## config.mk

```make
export PLATFORM = sky130hd
export DESIGN_NAME = mac56_unit
export DESIGN_NICKNAME = d
export VERILOG_FILES = /design/src/rtl/mac56_pkg.sv /design/src/rtl/mac56_opsel.sv /design/src/rtl/mac56_array.sv /design/src/rtl/mac56_round.sv /design/src/rtl/mac56_mul32_seq.sv /design/src/rtl/mac56_unit.sv
export SDC_FILE = /design/constraint.sdc
export NUM_CORES = 2
export LEC_CHECK = 0
export ABC_AREA = 1
export BUFFER_PORTS_ARGS = -buffer_cell sky130_fd_sc_hd__buf_2
export CAP_MARGIN = 20
export CORE_MARGIN = 1
export CORE_UTILIZATION = 48
export CTS_BUF_LIST = sky130_fd_sc_hd__clkbuf_8
export CTS_CLUSTER_SIZE = 14
export DETAILED_ROUTE_END_ITERATION = 10
export GPL_ROUTABILITY_DRIVEN = 0
export GPL_TIMING_DRIVEN = 0
export SETUP_SLACK_MARGIN = 0.1
export SLEW_MARGIN = 40
export SYNTH_ARGS = -nofsm -noshare
export SYNTH_HDL_FRONTEND = slang
export SYNTH_SLANG_ARGS = --single-unit
```

## constraint.sdc

```tcl
create_clock -name clk -period 9.9 [get_ports clk]
set_input_delay 0 -clock clk [delete_from_list [all_inputs] [get_ports clk]]
set_output_delay 0 -clock clk [all_outputs]
set_load 0.02 [all_outputs]
```

## src/rtl/mac56_pkg.sv

```systemverilog
package mac56_pkg;

   typedef enum logic [3:0] {
      OP_NOP    = 4'd0,
      OP_MUL_HH = 4'd1,
      OP_MUL_LL = 4'd2,
      OP_MUL_WH = 4'd3,
      OP_MUL_WL = 4'd4,
      OP_MAC_HH = 4'd5,
      OP_MAC_LL = 4'd6,
      OP_MAC_WH = 4'd7,
      OP_MAC_WL = 4'd8,
      OP_RND16  = 4'd9,
      OP_RND32  = 4'd10,
      OP_RDSH   = 4'd11,
      OP_MUL32  = 4'd12
   } mac_op_e;

   typedef enum logic [1:0] {
      SEL_HH = 2'd0,
      SEL_LL = 2'd1,
      SEL_WH = 2'd2,
      SEL_WL = 2'd3
   } slice_e;

   typedef enum logic [1:0] {
      SQ_IDLE = 2'd0,
      SQ_LO   = 2'd1,
      SQ_HI   = 2'd2,
      SQ_FIN  = 2'd3
   } seq_e;

endpackage

```

## src/rtl/mac56_opsel.sv

```systemverilog
// Builds the signed operands of the shared array from the slice mode,
// or from the multi-cycle sequencer phase when that is running.
module mac56_opsel import mac56_pkg::*; #(
   parameter int OP_W   = 32,
   parameter int HALF_W = 16
) (
   input  slice_e                   mode,
   input  logic                     seq_en,
   input  logic                     seq_hi,
   input  logic [OP_W-1:0]          a,
   input  logic [OP_W-1:0]          b,
   output logic signed [OP_W:0]     x,
   output logic signed [HALF_W:0]   y
);
   localparam int XPAD = OP_W + 1 - HALF_W;

   logic [HALF_W-1:0] a_hi, a_lo, b_hi, b_lo;
   logic [OP_W:0]     a_full, a_hi_x, a_lo_x;
   logic [HALF_W:0]   b_hi_s, b_lo_s, b_lo_z;

   assign a_hi   = a[OP_W-1:HALF_W];
   assign a_lo   = a[HALF_W-1:0];
   assign b_hi   = b[OP_W-1:HALF_W];
   assign b_lo   = b[HALF_W-1:0];
   assign a_full = {a[OP_W-1], a};
   assign a_hi_x = {{XPAD{a_hi[HALF_W-1]}}, a_hi};
   assign a_lo_x = {{XPAD{a_lo[HALF_W-1]}}, a_lo};
   assign b_hi_s = {b_hi[HALF_W-1], b_hi};
   assign b_lo_s = {b_lo[HALF_W-1], b_lo};
   assign b_lo_z = {1'b0, b_lo};

   always_comb begin
      if (seq_en) begin
         x = a_full;
         y = seq_hi ? b_hi_s : b_lo_z;
      end else begin
         unique case (mode)
            SEL_HH:  begin x = a_hi_x; y = b_hi_s; end
            SEL_LL:  begin x = a_lo_x; y = b_lo_s; end
            SEL_WH:  begin x = a_full; y = b_hi_s; end
            default: begin x = a_full; y = b_lo_s; end
         endcase
      end
   end
endmodule

```

## src/rtl/mac56_array.sv

```systemverilog
// Single signed (OP_W+1) x (HALF_W+1) multiplier array.
module mac56_array #(
   parameter int OP_W   = 32,
   parameter int HALF_W = 16,
   localparam int P_W   = OP_W + HALF_W + 2
) (
   input  logic signed [OP_W:0]   x,
   input  logic signed [HALF_W:0] y,
   output logic signed [P_W-1:0]  p
);
   logic signed [P_W-1:0] xe, ye;

   assign xe = P_W'(x);
   assign ye = P_W'(y);
   assign p  = xe * ye;
endmodule

```

## src/rtl/mac56_round.sv

```systemverilog
// Round-half-up of the accumulator at bit FRAC, with optional saturation
// to the sign-extended LIM_W-bit range.
module mac56_round #(
   parameter int ACC_W  = 56,
   parameter int FRAC   = 16,
   parameter int LIM_W  = 48,
   parameter bit SAT_EN = 1'b1
) (
   input  logic [ACC_W-1:0] acc,
   output logic [ACC_W-1:0] res
);
   localparam int S_W = ACC_W + 1;
   localparam logic signed [S_W-1:0] HALF = S_W'(1) << (FRAC - 1);
   localparam logic signed [S_W-1:0] MAXV = (S_W'(1) << (LIM_W - 1)) - (S_W'(1) << FRAC);
   localparam logic signed [S_W-1:0] MINV = -(S_W'(1) << (LIM_W - 1));

   if (FRAC < 1 || FRAC >= LIM_W || LIM_W > ACC_W) begin : g_bad_cfg
      $error("mac56_round: FRAC/LIM_W out of range");
   end

   logic signed [S_W-1:0] sum;
   logic [ACC_W-1:0]      cleared;

   assign sum     = $signed({acc[ACC_W-1], acc}) + HALF;
   assign cleared = {sum[ACC_W-1:FRAC], {FRAC{1'b0}}};

   if (SAT_EN) begin : g_sat
      always_comb begin
         if (sum > MAXV)      res = MAXV[ACC_W-1:0];
         else if (sum < MINV) res = MINV[ACC_W-1:0];
         else                 res = cleared;
      end
   end else begin : g_wrap
      assign res = cleared;
   end
endmodule

```

## src/rtl/mac56_mul32_seq.sv

```systemverilog
// Three-cycle 32x32 signed multiply on the shared 32x16 array:
// low-half partial, high-half partial, then combine.
module mac56_mul32_seq import mac56_pkg::*; #(
   parameter int OP_W   = 32,
   parameter int HALF_W = 16
) (
   input  logic             clk,
   input  logic             rst_n,
   input  logic             start,
   input  logic [OP_W-1:0]  a_in,
   input  logic [OP_W-1:0]  b_in,
   input  logic [OP_W-1:0]  prod_lo,
   output logic             busy,
   output logic             hi_phase,
   output logic [OP_W-1:0]  op_a,
   output logic [OP_W-1:0]  op_b,
   output logic             done,
   output logic [OP_W-1:0]  result
);
   seq_e              st_q;
   logic [OP_W-1:0]   part_lo_q;
   logic [HALF_W-1:0] part_hi_q;

   assign busy     = (st_q != SQ_IDLE);
   assign hi_phase = (st_q == SQ_HI);

   always_ff @(posedge clk) begin
      if (!rst_n) begin
         st_q      <= SQ_IDLE;
         op_a      <= '0;
         op_b      <= '0;
         part_lo_q <= '0;
         part_hi_q <= '0;
         done      <= 1'b0;
         result    <= '0;
      end else begin
         done <= 1'b0;
         unique case (st_q)
            SQ_IDLE: if (start) begin
               op_a <= a_in;
               op_b <= b_in;
               st_q <= SQ_LO;
            end
            SQ_LO: begin
               part_lo_q <= prod_lo;
               st_q      <= SQ_HI;
            end
            SQ_HI: begin
               part_hi_q <= prod_lo[HALF_W-1:0];
               st_q      <= SQ_FIN;
            end
            default: begin
               result <= part_lo_q + {part_hi_q, {(OP_W-HALF_W){1'b0}}};
               done   <= 1'b1;
               st_q   <= SQ_IDLE;
            end
         endcase
      end
   end
endmodule

```

## src/rtl/mac56_unit.sv

```systemverilog
module mac56_unit import mac56_pkg::*; #(
   parameter int OP_W   = 32,
   parameter int HALF_W = 16,
   parameter int ACC_W  = 56,
   parameter int SH_W   = 2,
   parameter bit SAT_EN = 1'b1
) (
   input  logic              clk,
   input  logic              rst_n,
   input  logic              in_valid,
   input  logic [3:0]        in_op,
   input  logic [OP_W-1:0]   in_a,
   input  logic [OP_W-1:0]   in_b,
   output logic              in_ready,
   output logic              busy,
   output logic              res_valid,
   output logic [OP_W-1:0]   res_data,
   output logic [ACC_W-1:0]  acc_val
);
   localparam int P_W   = OP_W + HALF_W + 2;
   localparam int WIN_H = OP_W + HALF_W - 1;
   localparam int LIM_W = OP_W + HALF_W;

   if (OP_W != 2 * HALF_W) begin : g_bad_half
      $error("mac56_unit: OP_W must be twice HALF_W");
   end
   if (ACC_W < P_W) begin : g_bad_acc
      $error("mac56_unit: ACC_W too narrow for the array product");
   end
   if (SH_W < 1 || (1 << SH_W) > HALF_W) begin : g_bad_sh
      $error("mac56_unit: SH_W out of range");
   end

   mac_op_e           op;
   logic              accept;
   slice_e            mode;
   logic              is_mul, is_mac;
   logic [ACC_W-1:0]  acc_q, acc_nxt;

   assign op       = mac_op_e'(in_op);
   assign in_ready = ~busy;
   assign accept   = in_valid & in_ready;

   always_comb begin
      is_mul = 1'b0;
      is_mac = 1'b0;
      mode   = SEL_HH;
      unique case (op)
         OP_MUL_HH: begin is_mul = 1'b1; mode = SEL_HH; end
         OP_MUL_LL: begin is_mul = 1'b1; mode = SEL_LL; end
         OP_MUL_WH: begin is_mul = 1'b1; mode = SEL_WH; end
         OP_MUL_WL: begin is_mul = 1'b1; mode = SEL_WL; end
         OP_MAC_HH: begin is_mac = 1'b1; mode = SEL_HH; end
         OP_MAC_LL: begin is_mac = 1'b1; mode = SEL_LL; end
         OP_MAC_WH: begin is_mac = 1'b1; mode = SEL_WH; end
         OP_MAC_WL: begin is_mac = 1'b1; mode = SEL_WL; end
         default:   ;
      endcase
   end

   // ---- shared array and its two users ----
   logic                   seq_hi, seq_done;
   logic [OP_W-1:0]        seq_a, seq_b, seq_res;
   logic [OP_W-1:0]        arr_a, arr_b;
   logic signed [OP_W:0]   arr_x;
   logic signed [HALF_W:0] arr_y;
   logic signed [P_W-1:0]  prod;

   assign arr_a = busy ? seq_a : in_a;
   assign arr_b = busy ? seq_b : in_b;

   mac56_opsel #(.OP_W(OP_W), .HALF_W(HALF_W)) u_opsel (
      .mode   (mode),
      .seq_en (busy),
      .seq_hi (seq_hi),
      .a      (arr_a),
      .b      (arr_b),
      .x      (arr_x),
      .y      (arr_y)
   );

   mac56_array #(.OP_W(OP_W), .HALF_W(HALF_W)) u_array (
      .x (arr_x),
      .y (arr_y),
      .p (prod)
   );

   mac56_mul32_seq #(.OP_W(OP_W), .HALF_W(HALF_W)) u_seq (
      .clk      (clk),
      .rst_n    (rst_n),
      .start    (accept && (op == OP_MUL32)),
      .a_in     (in_a),
      .b_in     (in_b),
      .prod_lo  (prod[OP_W-1:0]),
      .busy     (busy),
      .hi_phase (seq_hi),
      .op_a     (seq_a),
      .op_b     (seq_b),
      .done     (seq_done),
      .result   (seq_res)
   );

   // ---- product placement ----
   logic [ACC_W-1:0] prod_ext, placed;
   assign prod_ext = {{(ACC_W-P_W){prod[P_W-1]}}, prod};
   assign placed   = (mode == SEL_HH || mode == SEL_LL) ? (prod_ext << HALF_W) : prod_ext;

   // ---- rounding at two precisions ----
   logic [ACC_W-1:0] rnd_hp, rnd_lp;

   mac56_round #(.ACC_W(ACC_W), .FRAC(HALF_W), .LIM_W(LIM_W), .SAT_EN(SAT_EN)) u_rnd_word (
      .acc (acc_q),
      .res (rnd_hp)
   );

   mac56_round #(.ACC_W(ACC_W), .FRAC(OP_W), .LIM_W(LIM_W), .SAT_EN(SAT_EN)) u_rnd_half (
      .acc (acc_q),
      .res (rnd_lp)
   );

   // ---- aligned read-out window ----
   logic [ACC_W-1:0] shifted;
   assign shifted = acc_q << in_b[SH_W-1:0];

   always_comb begin
      acc_nxt = acc_q;
      if (accept) begin
         if (is_mul)               acc_nxt = placed;
         else if (is_mac)          acc_nxt = acc_q + placed;
         else if (op == OP_RND32)  acc_nxt = rnd_hp;
         else if (op == OP_RND16)  acc_nxt = rnd_lp;
      end
   end

   logic            rd_valid_q;
   logic [OP_W-1:0] rd_data_q;

   always_ff @(posedge clk) begin
      if (!rst_n) begin
         acc_q      <= '0;
         rd_valid_q <= 1'b0;
         rd_data_q  <= '0;
      end else begin
         acc_q      <= acc_nxt;
         rd_valid_q <= accept && (op == OP_RDSH);
         if (accept && (op == OP_RDSH)) rd_data_q <= shifted[WIN_H:HALF_W];
      end
   end

   assign acc_val   = acc_q;
   assign res_valid = rd_valid_q | seq_done;
   assign res_data  = seq_done ? seq_res : rd_data_q;
endmodule

```

==> reports/summary.txt <==
final wirelength - 155,000 um
Via density - 5.62
WS Path Type - reg -> reg
HP Start - rst_n
critical path data arrival time - 10,060 ps
FP Rows - 103
Syn Nets - 6,393
Synth Cell Area - 0.0382 sq mm
Worst path top cell family by delay - adder cells
CP startpoint - u_seq.st_q[1]
register bit total from synthesis - 236
Worst Path Max Fanout - 10
DR vias - 39,900
Final Core Density - 0.580
Yosys cell types - 54
initial antenna violation count - 4
WL per Instance - 21.8 um
CORE AREA - 0.0789 sq mm
Max stage delay on crit path - 570 ps
largest net degree at the start of global routing - 12
Clock Pin Slew Worst Setup and Hold Paths - 60 ps
DRT Pass-1 Iters - 8
CP endpoint kind - flip-flop
Initial DRC Count - 4,573
clock buffer depth - 3
run status - finished, final reports clean
final setup fails - 0
crit start category - flip-flop
Hold Vio Cnt, Final - 0
fraction of layout cells with a size suffix above 1 - 0.163
die area - 0.0807 sq mm
Final HPWL DP - 125,000 um
Seq/Total Area, Yosys - 0.124
min Tclk post-route - 9610 ps
Global Route Usage Sum - 0.376
Crit-path slowest cell - fa_1
Final ANT Viol Nets - 0
Buffers on Ports - 159
Worst Skew - 47.5 ps
CTS tree - built
Critical Path RT - 10,360 ps
# IOs - 162
fin. max-slew vios - 0
remaining global-route overflow - 0
Main synth FF type - dfxtp_1
Synth Area per Inst - 6.82 sq um
clock root buffer - clkbuf_8
height of the die - 284 um
fin crit share - 0.970
RSZ-0062 raised after global routing - yes
commonest non-fill, non-tap cell in the layout - nand2_1
Reg2Reg Launch Point - u_seq.st_q[1]
clk_lat worst skew - 630 ps
Sink Count - 236
Area growth syn-to-layout - 19.8%
Buf/Inv on CP - 15
Fmax - 104 MHz
die width - 284 um
first-pass GRT wire length - 230,000 um
total CTS buffers - 42
DRC errors left - 0
# nets final - 6,816
Layout fillers - 7,658
Syn. warnings - 0
most frequent cells in the layout - 1,280 x nand2_1, 957 x inv_1, 685 x nor2_1, 509 x fa_1, 316 x o21ai_0
ys async rst share - 0
initial core utilization - 0.484
EDFF count, synth - 0
Hold Path Class - in -> reg
Max-Cap Viols - 0
Mapped Cells - 5,602
htree depth - 2
relative slew slack - 0.330
Worst-Margin Slew - 1010 ps
vias in the first global route - 37,500
Top cell by count, worst path - inv_1
[logic make-up (layout without fill, tap and decap cells)]
group | after synthesis | after routing | share of synthesized area
adders and majority gates | 720 | 720 | 0.340
other | 0 | 4 | 0
xor gates and xnor gates | 82 | 82 | 0.0194
and+or+nand+nor | 2451 | 2451 | 0.263
AOI/OAI and AO/OA | 891 | 891 | 0.132
DFF | 236 | 236 | 0.124
buffers and inverters | 1222 | 1672 | 0.122
[worst paths after layout]
check	end	slack, ps	cells past startpoint
max	acc_val[42]	290	47
min	rd_data_q[27]	100	4
max reg2reg	acc_val[42]	290	47
min reg2reg	u_seq.op_b[28]	460	2
[synthesized netlist by cell type, types with 5 or more instances]
library cell / count / area, sq um
nand2_1: 1337 / 5020
inv_1: 976 / 3660
nor2_1: 748 / 2810
fa_1: 529 / 10600
o21ai_0: 369 / 1850
a21oi_1: 284 / 1420
dfxtp_1: 236 / 4720
nand3_1: 201 / 1010
ha_1: 191 / 2390
clkbuf_1: 156 / 586
o211ai_1: 63 / 473
xor2_1: 61 / 534
a31oi_1: 53 / 332
buf_2: 37 / 185
nand4_1: 33 / 206
or2_2: 33 / 206
a21o_1: 25 / 188
nor3_1: 22 / 110
inv_2: 20 / 75.1
nand3_2: 18 / 180
xnor2_1: 18 / 158
a21oi_2: 17 / 149
a21boi_0: 14 / 105
buf_1: 14 / 52.6
nor2_2: 13 / 81.3
o21bai_1: 13 / 97.6
nand2_2: 12 / 75.1
o21ai_1: 12 / 60.1
nor2_4: 11 / 124
o21a_1: 10 / 75.1
clkinv_1: 9 / 33.8
o211ai_2: 7 / 87.6
o21ai_2: 6 / 52.6
a211oi_1: 5 / 37.5
and3_1: 5 / 31.3
nand3b_1: 5 / 37.5
[flip-flops by register name, summed over array words and instances, names as in the netlist]
signal and flops:
acc_val 56, rd_data_q 32, u_seq.op_a 32, u_seq.op_b 32
u_seq.part_lo_q 32, u_seq.result 32, u_seq.part_hi_q 16, u_seq.st_q 2
rd_valid_q 1, u_seq.done 1
[timing repair]
action / in CTS / in global routing
setup endpoints to repair: 44 / 39
hold buffers: 63 / 0
cloned: 0 / 2
buffers inserted: 75 / 80
pin swaps: 37 / 107
gates resized for setup: 306 / 388
endpoints found under the hold margin: 78 / 0
[per-stage QoR]
stage	setup TNS (ps)	hold slack, ps	worst slack [ps]	area [sq um]	std cells
final	0	104	294	45800	7106
after global routing	-20.2	137	-13.7	45700	7103
after CTS	0	65.4	98.0	43500	7020
after detailed placement	-75120	250	-2310	40400	6811
after global placement	-81500	242	-2470	40300	6811
after floorplan	0	135	835	38200	5602
[routing by layer]
layer / wire [um] / up-vias / GRT usage
li1: - / 18100 / -
met1: 63400 / 19100 / 0.537
met2: 64500 / 2280 / 0.546
met3: 21000 / 376 / 0.108
met4: 5810 / 2 / 0.122
met5: 11 / - / 0
[worst min-delay path, cell delays in order]
cell      delay, ps
clkbuf_1        230
clkbuf_1        270
o21ai_0         120
a31oi_1          40
[layout make-up]
type	count	area, sq um	area share
clock buffer	52	716	0.0156
buffer	216	1230	0.0268
clock inverter	19	144	0.00314
multi-input combinational	4144	30800	0.674
tap	1050	1310	0.0287
sequential	236	4730	0.103
timing repair buffer	379	2910	0.0636
inverter	1006	3870	0.0847
antenna	4	10.0	0.000219
Power is left out: the tool's default activity adds up to more than one toggle a clock period on the data nets, which glitch-free logic cannot reach.
